File: config.mk
export PLATFORM = sky130hd
export DESIGN_NAME = rtc_trim_prescaler
export DESIGN_NICKNAME = d
export VERILOG_FILES = /design/src/rtl/rtc_trim_pkg.sv /design/src/rtl/rtc_sec_divider.sv /design/src/rtl/rtc_trim_sched.sv /design/src/rtl/rtc_test_tone.sv /design/src/rtl/rtc_trim_prescaler.sv
export SDC_FILE = /design/constraint.sdc
export NUM_CORES = 1
export LEC_CHECK = 0
export CELL_PAD_IN_SITES_DETAIL_PLACEMENT = 1
export CELL_PAD_IN_SITES_GLOBAL_PLACEMENT = 2
export CORE_MARGIN = 3
export CORE_UTILIZATION = 35
export DETAILED_ROUTE_END_ITERATION = 6
export PLACE_DENSITY_LB_ADDON = 0.25
export SETUP_SLACK_MARGIN = 0.3
export SYNTH_ARGS = -nofsm -noshare
export SYNTH_HDL_FRONTEND = slang
export SYNTH_SLANG_ARGS = --single-unit
File: constraint.sdc
create_clock -name clk -period 2.3 [get_ports clk]
set_clock_uncertainty 0.2 [all_clocks]
set_input_delay 0.46 -clock clk [delete_from_list [all_inputs] [get_ports clk]]
set_output_delay 0.46 -clock clk [all_outputs]
set_load 0.02 [all_outputs]
File: src/rtl/rtc_trim_pkg.sv
package rtc_trim_pkg;

   typedef enum logic {
      TRIM_SLOW = 1'b0,
      TRIM_FAST = 1'b1
   } trim_dir_e;

   function automatic int unsigned width_of(int unsigned count);
      return (count <= 2) ? 1 : $clog2(count);
   endfunction

endpackage

File: src/rtl/rtc_sec_divider.sv
module rtc_sec_divider #(
   parameter int unsigned CNT_W = 16
) (
   input  logic             clk,
   input  logic             rst_n,
   input  logic             osc_tick,
   input  logic [CNT_W-1:0] sec_len,
   output logic             sec_end,
   output logic             sec_tick
);

   logic [CNT_W-1:0] cnt;

   assign sec_end = osc_tick && (cnt == (sec_len - CNT_W'(1)));

   always_ff @(posedge clk or negedge rst_n) begin
      if (!rst_n) begin
         cnt      <= '0;
         sec_tick <= 1'b0;
      end else begin
         sec_tick <= sec_end;
         if (sec_end) begin
            cnt <= '0;
         end else if (osc_tick) begin
            cnt <= cnt + 1'b1;
         end
      end
   end

endmodule

File: src/rtl/rtc_trim_sched.sv
module rtc_trim_sched
   import rtc_trim_pkg::*;
#(
   parameter int unsigned SEC_LEN        = 32768,
   parameter int unsigned SECS_PER_MIN   = 60,
   parameter int unsigned MINS_PER_CYCLE = 64,
   parameter int unsigned FAST_TRIM      = 256,
   parameter int unsigned SLOW_TRIM      = 128,
   parameter int unsigned MAG_W          = 5,
   parameter int unsigned CNT_W          = 16
) (
   input  logic             clk,
   input  logic             rst_n,
   input  logic             sec_end,
   input  logic [MAG_W:0]   cal_val,
   output logic [CNT_W-1:0] sec_len,
   output logic             min_tick
);

   localparam int unsigned SEC_W  = width_of(SECS_PER_MIN);
   localparam int unsigned MIN_W  = width_of(MINS_PER_CYCLE);
   localparam int unsigned SPAN_W = (((MAG_W + 1) > MIN_W) ? (MAG_W + 1) : MIN_W) + 1;

   localparam logic [SEC_W-1:0]  LAST_SEC = SEC_W'(SECS_PER_MIN - 1);
   localparam logic [MIN_W-1:0]  LAST_MIN = MIN_W'(MINS_PER_CYCLE - 1);
   localparam logic [SPAN_W-1:0] SPAN_CAP = SPAN_W'(MINS_PER_CYCLE - 2);
   localparam logic [CNT_W-1:0]  LEN_NOM  = CNT_W'(SEC_LEN);
   localparam logic [CNT_W-1:0]  LEN_FAST = CNT_W'(SEC_LEN - FAST_TRIM);
   localparam logic [CNT_W-1:0]  LEN_SLOW = CNT_W'(SEC_LEN + SLOW_TRIM);

   logic [SEC_W-1:0]  sec_idx;
   logic [MIN_W-1:0]  min_idx;
   logic [MAG_W:0]    act_cal;
   logic [SPAN_W-1:0] span_dbl;
   logic [SPAN_W-1:0] span;
   logic              end_of_min;
   logic              end_of_cycle;
   logic              trimmed;
   trim_dir_e         dir;

   assign end_of_min   = sec_end && (sec_idx == LAST_SEC);
   assign end_of_cycle = end_of_min && (min_idx == LAST_MIN);

   always_comb begin
      span_dbl = SPAN_W'({act_cal[MAG_W-1:0], 1'b0});
      span     = (span_dbl > SPAN_CAP) ? SPAN_CAP : span_dbl;
      trimmed  = (sec_idx == '0) && (SPAN_W'(min_idx) < span);
      dir      = trim_dir_e'(act_cal[MAG_W]);
      if (!trimmed) begin
         sec_len = LEN_NOM;
      end else if (dir == TRIM_FAST) begin
         sec_len = LEN_FAST;
      end else begin
         sec_len = LEN_SLOW;
      end
   end

   always_ff @(posedge clk or negedge rst_n) begin
      if (!rst_n) begin
         sec_idx  <= '0;
         min_idx  <= '0;
         act_cal  <= '0;
         min_tick <= 1'b0;
      end else begin
         min_tick <= end_of_min;
         if (sec_end) begin
            sec_idx <= end_of_min ? '0 : (sec_idx + 1'b1);
         end
         if (end_of_min) begin
            min_idx <= end_of_cycle ? '0 : (min_idx + 1'b1);
         end
         if (end_of_cycle) begin
            act_cal <= cal_val;
         end
      end
   end

endmodule

File: src/rtl/rtc_test_tone.sv
module rtc_test_tone
   import rtc_trim_pkg::*;
#(
   parameter int unsigned TONE_HALF = 32
) (
   input  logic clk,
   input  logic rst_n,
   input  logic osc_tick,
   input  logic test_en,
   output logic test_out
);

   generate
      if (TONE_HALF == 1) begin : g_direct
         always_ff @(posedge clk or negedge rst_n) begin
            if (!rst_n) begin
               test_out <= 1'b0;
            end else if (!test_en) begin
               test_out <= 1'b0;
            end else if (osc_tick) begin
               test_out <= ~test_out;
            end
         end
      end else begin : g_count
         localparam int unsigned DIV_W = width_of(TONE_HALF);
         localparam logic [DIV_W-1:0] DIV_LAST = DIV_W'(TONE_HALF - 1);
         logic [DIV_W-1:0] div;
         always_ff @(posedge clk or negedge rst_n) begin
            if (!rst_n) begin
               div      <= '0;
               test_out <= 1'b0;
            end else if (!test_en) begin
               div      <= '0;
               test_out <= 1'b0;
            end else if (osc_tick) begin
               if (div == DIV_LAST) begin
                  div      <= '0;
                  test_out <= ~test_out;
               end else begin
                  div <= div + 1'b1;
               end
            end
         end
      end
   endgenerate

endmodule

File: src/rtl/rtc_trim_prescaler.sv
module rtc_trim_prescaler
   import rtc_trim_pkg::*;
#(
   parameter int unsigned SEC_LEN        = 32768,
   parameter int unsigned SECS_PER_MIN   = 60,
   parameter int unsigned MINS_PER_CYCLE = 64,
   parameter int unsigned FAST_TRIM      = 256,
   parameter int unsigned SLOW_TRIM      = 128,
   parameter int unsigned TONE_HALF      = 32,
   parameter int unsigned MAG_W          = 5
) (
   input  logic           clk,
   input  logic           rst_n,
   input  logic           osc_tick,
   input  logic [MAG_W:0] cal_val,
   input  logic           test_en,
   output logic           sec_tick,
   output logic           min_tick,
   output logic           test_out
);

   localparam int unsigned CNT_W = width_of(SEC_LEN + SLOW_TRIM + 1);

   generate
      if (FAST_TRIM + 2 > SEC_LEN) begin : g_bad_fast
         $error("FAST_TRIM must leave a shortened second of at least two ticks");
      end
      if (SECS_PER_MIN < 2) begin : g_bad_spm
         $error("SECS_PER_MIN must be at least 2");
      end
      if (MINS_PER_CYCLE < 3) begin : g_bad_mpc
         $error("MINS_PER_CYCLE must be at least 3");
      end
      if (TONE_HALF < 1) begin : g_bad_tone
         $error("TONE_HALF must be at least 1");
      end
      if (MAG_W < 1) begin : g_bad_mag
         $error("MAG_W must be at least 1");
      end
   endgenerate

   logic [CNT_W-1:0] sec_len;
   logic             sec_end;

   rtc_sec_divider #(
      .CNT_W (CNT_W)
   ) i_div (
      .clk      (clk),
      .rst_n    (rst_n),
      .osc_tick (osc_tick),
      .sec_len  (sec_len),
      .sec_end  (sec_end),
      .sec_tick (sec_tick)
   );

   rtc_trim_sched #(
      .SEC_LEN        (SEC_LEN),
      .SECS_PER_MIN   (SECS_PER_MIN),
      .MINS_PER_CYCLE (MINS_PER_CYCLE),
      .FAST_TRIM      (FAST_TRIM),
      .SLOW_TRIM      (SLOW_TRIM),
      .MAG_W          (MAG_W),
      .CNT_W          (CNT_W)
   ) i_sched (
      .clk      (clk),
      .rst_n    (rst_n),
      .sec_end  (sec_end),
      .cal_val  (cal_val),
      .sec_len  (sec_len),
      .min_tick (min_tick)
   );

   rtc_test_tone #(
      .TONE_HALF (TONE_HALF)
   ) i_tone (
      .clk      (clk),
      .rst_n    (rst_n),
      .osc_tick (osc_tick),
      .test_en  (test_en),
      .test_out (test_out)
   );

endmodule

# After elaboration in Yosys (flattened, before gate mapping)
# Cells that the tools add are included.
# Widths: inputs -> output; s select.
# totals
ff_bits,42
inputBits,10
# classes
add_sub_neg,5
n_lt_le_gt_ge,1
n_eq_ne,6
mux,12
bitwise,1
reduce_logical,7
# ops
cell,count
$mux 16,4
$add 16x1->16 const B,1
$eq 16x16->1,1
$sub 16x1->16 const B,1
$mux 5,3
$add 6x1->6 const B,2
$eq 6x6->1 const B,2
$mux 6,2
$logic_not 6->1,1
$lt 6x6->1,1
$add 5x1->5 const B,1
$eq 5x5->1 const B,1
$logic_and 1x1->1,4
$mux 1,3
$ne 2x1->1 const B,1
$ne 2x2->1 const B,1
$reduce_and 2->1,1
$reduce_bool 2->1,1
$not 1->1,1

# Logic depth before layout (Yosys ltp)
# Gate-level depths: netlist (run 1).
# logic_depth
word_depth,9
mapped_depth,9
depth_no_buf,8

# Cells and area by module
# From an unflattened synthesis (run 1), not the netlist that was laid out.
# unflattened
cells_unflattened,298
hier_area_um2,2905.3
# by_module_without_submodules
module,instances,cells_each,area_each_um2
rtc_sec_divider,1,161,1425.1
rtc_trim_sched,1,108,1147.4
rtc_test_tone,1,29,332.8

# Least setup slack after synthesis (run 1)
# OpenSTA, ideal clock, no wires.
# synth_path
path_kind,reg-to-reg
startpoint,register i_sched.sec_idx[0]
endpoint,register i_sched.sec_idx[5]
setup_time_ps,121
arrival_ps,2068
required_ps,1979
path_slack_ps,-89
path_stages_with_launch,10
path_buffers,1
cell_sequence,dfrtp_1 -> inv_1 -> ha_1 -> or4b_4 -> a211oi_2 -> o221ai_2 -> o32ai_4 -> buf_6 -> o21ai_2 -> a22o_1
# synth_between
elab_chain_cells,8
elab_cells_between_ends,10
# synth_lines
item,line_no,rtl
from (decl),rtc_trim_sched.sv:31,logic [SEC_W-1:0] sec_idx;
from (signal assigned),rtc_trim_sched.sv:67,sec_idx <= end_of_min ? '0 : (sec_idx + 1'b1);
$logic_not 6->1,rtc_trim_sched.sv:47,trimmed = (sec_idx == '0) && (SPAN_W'(min_idx) < span);
$logic_and 1x1->1,rtc_trim_sched.sv:47,
$mux 16,rtc_trim_sched.sv:49,if (!trimmed) begin
$sub 16x1->16,rtc_sec_divider.sv:14,assign sec_end = osc_tick && (cnt == (sec_len - CNT_W'(1)));
$eq 16x16->1,rtc_sec_divider.sv:14,
$logic_and 1x1->1,rtc_sec_divider.sv:14,
$logic_and 1x1->1,rtc_trim_sched.sv:41,assign end_of_min = sec_end && (sec_idx == LAST_SEC);
$mux 6,rtc_trim_sched.sv:67,
# Parallel ways exist; a longest one is shown, timed or not.
# A chain may end at the register's enable or synchronous reset.

# Worst setup path in the final report (run 1)
# layout_path
startpoint,register i_sched.sec_idx[0]
endpoint,register i_div.cnt[1]
# layout_between
elab_chain_cells,7
elab_cells_between_ends,8
# layout_lines
item,line_no,rtl
$logic_not 6->1 *,rtc_trim_sched.sv:47,
$logic_and 1x1->1 *,rtc_trim_sched.sv:47,
$mux 16 *,rtc_trim_sched.sv:49,
$sub 16x1->16 *,rtc_sec_divider.sv:14,
$eq 16x16->1 *,rtc_sec_divider.sv:14,
$logic_and 1x1->1 *,rtc_sec_divider.sv:14,
$mux 16 or $reduce_bool 2->1 (tied branches),n/a,
to (signal assigned),rtc_sec_divider.sv:25,cnt <= cnt + 1'b1;
to (decl),rtc_sec_divider.sv:12,logic [CNT_W-1:0] cnt;
# Every way passes the cells marked *; elsewhere a longest branch is shown, timed or not.

==> qor.csv, run 1 <==
stage,metric,value,unit
status,status,finished with violations,
status,failing checks,setup timing,
grt,vias in the first global route,1864,
synthesis,adder-cell share of the synthesized area,0.0556,
worst_setup_path,Startpoint Class,register,
place,placed cells,337,
final_layout,area occupied by multi-input gates,1310,µm²
routing,via count,1784,
cts,CTS Hold Bufs,0,
final_layout,fin cells,356,
final_layout,Seq. cell area,1050,µm²
final_layout,ANT cells,0,
synthesis,Netlist Area Pre-Place,2250,µm²
cts,clock latency at the later pin of the worst-skew pair,0.30,ns
timing,final setup vio count,19,
synthesis,Synth async-reset ratio,1.00,
worst_hold_path,worst hold path type,input pin to asynchronous set/reset pin,
timing,RSZ-0062 raised after global routing,true,
cts,CTS Buf Count,5,
worst_setup_path,critical path cell sequence,"inv_2, ha_4, or4b_4, a211oi_4, o221ai_2, o32ai_4, buf_4, buf_6, buf_8, o22ai_2",
routing,via/cell ratio,5.01,
die,row count,28,
grt,first-pass GRT wire length,9050,µm
cts,CTS Buffer Depth,2,
timing,Tightest Pin Transition,0.557,ns
die,number of I/O pins,13,
synthesis,Area contributors post-synth,"dfrtp_1, ha_1, nand2_1",
timing,fin. max-slew vios,0,
synthesis,syn nets,241,
power,VDD IR max,0.000338,V
cts,TritonCTS clock tree,built,
place,GPL Wtd Cong,0.732,
grt,antenna violations before repair,0,
timing,"Period Utilization, post-route",1.12,
cts,Clock transition at path regs,0.09,ns
worst_setup_path,WP data arrival,2.57,ns
final_layout,share of post-route cells with drive strength above 1,0.359,
synthesis,post-synth top area share,0.467,
synthesis,number of flops mapped to enable cells by yosys,0,
worst_setup_path,"Largest stage delay, worst path",0.47,ns
cts,CTS sink count,42,
cts,CTS root buf,clkbuf_8,
final_layout,Final #Nets,300,
synthesis,compound-cell area share of the yosys netlist,0.0957,
grt,GRT overflow,0,
worst_setup_path,crit path kind,register to register,
synthesis,largest family of logic cells by synthesized area,simple AND/OR/NAND/NOR gates,
die,DIE HEIGHT,86.2,µm
final_layout,fill count,667,
routing,drt initial violations,40,
synthesis,Synth area leader,dfrtp_1,
synthesis,xor/xnor share of the synthesized area,0.0662,
power,P_leak,0.00145,µW
timing,Fin Setup TNS,-4.37,ns
timing,Final Worst Setup Slack,-0.278,ns
final_layout,area grow syn2layout,38.2,%
synthesis,Mapped Cells,221,
cts,H-tree levels,2,
place,Post-DP HPWL,3690,µm
routing,DRC Markers,0,
grt,largest net degree at the start of global routing,43,
power,Design Power,1660,µW
synthesis,syn_area_per_cell,10.2,µm²
routing,Pre-antenna DRT Iters,4,
timing,Slew headroom,0.628,
worst_setup_path,CP endpoint kind,register,
worst_setup_path,slowest cell on the critical path,or4b_4,
synthesis,post-synth cell types,47,
synthesis,ys flop type,dfrtp_1,
routing,final wirelength,5390,µm
die,Die X-Extent,86.2,µm
die,Core ar.,6060,µm²
power,PwrDens,534,nW/µm²
grt,GRT Overall Usage,0.157,
synthesis,Yosys reg bits,42,
synthesis,Synth Area in Simple Gates,0.220,
place,port bufs,12,
routing,number of routed nets with antenna violations,0,
run,Max Cap Viol,0,
routing,WL per Instance,15.1,µm
worst_setup_path,CP required,2.29,ns
synthesis,sequential area share after synthesis,0.467,
worst_setup_path,Max Fanout on Critical Path,7,
die,die area,7420,µm²
timing,Fmax achieved,388,MHz
timing,min cycle time layout,2.58,ns
die,starting density of the core,0.371,
synthesis,mux cell area share after synthesis,0.0545,
timing,final hold vios,0,
synthesis,Synth warnings,0,
layout by cell type (no fill, tap or decap), drive strengths merged, types with 2 or more instances in the layout:
master and n:
o22ai 2, ha 10, clkinv 2, xnor2 8, clkbuf 5, nand2b 4, o21a 2, a21oi 2
mux2 7, clkdlybuf4s50 10, xor2 9, and2 3, buf 47, nand3 8, nor2b 5, and3 7
nor3 6, dfrtp 42, o21ai 8, a22o 2, mux2i 4, inv 15, nand4 7, o21bai 2
nor4 2, nor2 22, a21o 2, nand2 22
metrics by stage:
step	instance area [µm²]	util	worst slack [ns]	hold WS, ns
after detailed placement	2710	0.446	-0.298	0.272
after global placement	2710	0.446	-0.280	0.265
after global routing	3110	0.513	-0.377	0.0733
final	3110	0.513	-0.278	0.0269
after CTS	2950	0.486	-0.223	0.0474
after floorplan	2280	-	-0.0884	-0.0356
worst max-delay path: cells and delay by family (launching register included):
| family | cells | cell delay, ns |
|---|---|---|
| compound gates | 4 | 0.77 |
| flops | 1 | 0.39 |
| buf+inv | 4 | 0.49 |
| fa+ha+maj | 1 | 0.13 |
| simple gates | 1 | 0.47 |
logic make-up after synthesis:
family          after synthesis
buf+inv                      21
xor+xnor                     17
flops                        42
mux                          11
simple gates                 93
fa+ha+maj                    10
compound gates               27
final timing paths:
| path | from | to | slack (ns) | cells past startpoint |
|---|---|---|---|---|
| max in group asynchronous | rst_n | i_sched.min_idx[3] | 1.49 | 2 |
| worst max register to register | i_sched.sec_idx[0] | i_div.cnt[1] | -0.28 | 10 |
| worst max-delay path | i_sched.sec_idx[0] | i_div.cnt[1] | -0.28 | 10 |
| worst min-delay path | rst_n | i_div.cnt[14] | 0.03 | 2 |
| worst min register to register | i_sched.act_cal[4] | i_sched.act_cal[4] | 0.31 | 1 |
| min in group clk | i_sched.act_cal[4] | i_sched.act_cal[4] | 0.31 | 1 |
synth_stat cells, types with 3 or more instances:
master / instances
dfrtp_1: 42
nand2_1: 22
nor2_1: 22
inv_1: 15
ha_1: 10
xor2_1: 9
nand3_1: 8
xnor2_1: 8
and3_1: 7
nand4_1: 7
o21ai_0: 7
mux2_2: 6
nor2b_1: 5
mux2i_1: 4
nand2b_1: 4
nor3_1: 4
and2_1: 3
clkbuf_1: 3
report_power, final:
group / switching, µW / leakage, µW / internal, µW
clock network: 270 / 0.0000579 / 320
logic: 106 / 0.000834 / 132
registers: 44.2 / 0.000555 / 788
total: 420 / 0.00145 / 1240
routing by layer:
metal | vias to the layer above | track usage | wire length (µm)
met1 | 881 | 0.213 | 2590
met5 | - | 0 | 0
met3 | 8 | 0.0317 | 120
li1 | 880 | - | -
met2 | 15 | 0.250 | 2590
met4 | 0 | 0.0518 | 92
registers in the layout, summed over array words and instances, names as in the netlist:
signal              flops
i_div.cnt              16
i_sched.act_cal         6
i_sched.min_idx         6
i_sched.sec_idx         6
i_tone.g_count.div      5
i_div.sec_tick          1
i_sched.min_tick        1
i_tone.test_out         1
timing repair:
item / 4_1_cts / 5_1_grt
setup buffers: 7 / 4
resized for setup: 22 / 34
setup endpoints to repair: 33 / 32
pin swaps: 14 / 8
layout make-up:
| type | instances | share of cell area |
|---|---|---|
| clock buffers | 5 | 0.0221 |
| clock inverters | 3 | 0.0129 |
| inverters | 15 | 0.0181 |
| multi-input cells | 158 | 0.421 |
| flip-flops and latches | 42 | 0.338 |
| well taps | 75 | 0.0302 |
| repair buffers | 58 | 0.158 |
No activity file was read; power rests on OpenSTA's default activity.
==> run 2, diff against run 1 <==
--- a/config.mk
+++ b/config.mk
@@ -10,6 +10,7 @@
 export CORE_MARGIN = 3
 export CORE_UTILIZATION = 35
 export DETAILED_ROUTE_END_ITERATION = 6
+export HOLD_SLACK_MARGIN = 0.03
 export PLACE_DENSITY_LB_ADDON = 0.25
 export SETUP_SLACK_MARGIN = 0.3
 export SYNTH_ARGS = -nofsm -noshare
==> results of run 2 <==
Final layout, timing and power as in run 1 (identical DEF).
==> run 3, diff against run 2 <==
--- a/config.mk
+++ b/config.mk
@@ -10,6 +10,7 @@
 export CORE_MARGIN = 3
 export CORE_UTILIZATION = 35
 export DETAILED_ROUTE_END_ITERATION = 6
+export GPL_ROUTABILITY_DRIVEN = 1
 export HOLD_SLACK_MARGIN = 0.03
 export PLACE_DENSITY_LB_ADDON = 0.25
 export SETUP_SLACK_MARGIN = 0.3
==> results of run 3 <==
Final layout, timing and power as in run 1 (identical DEF).
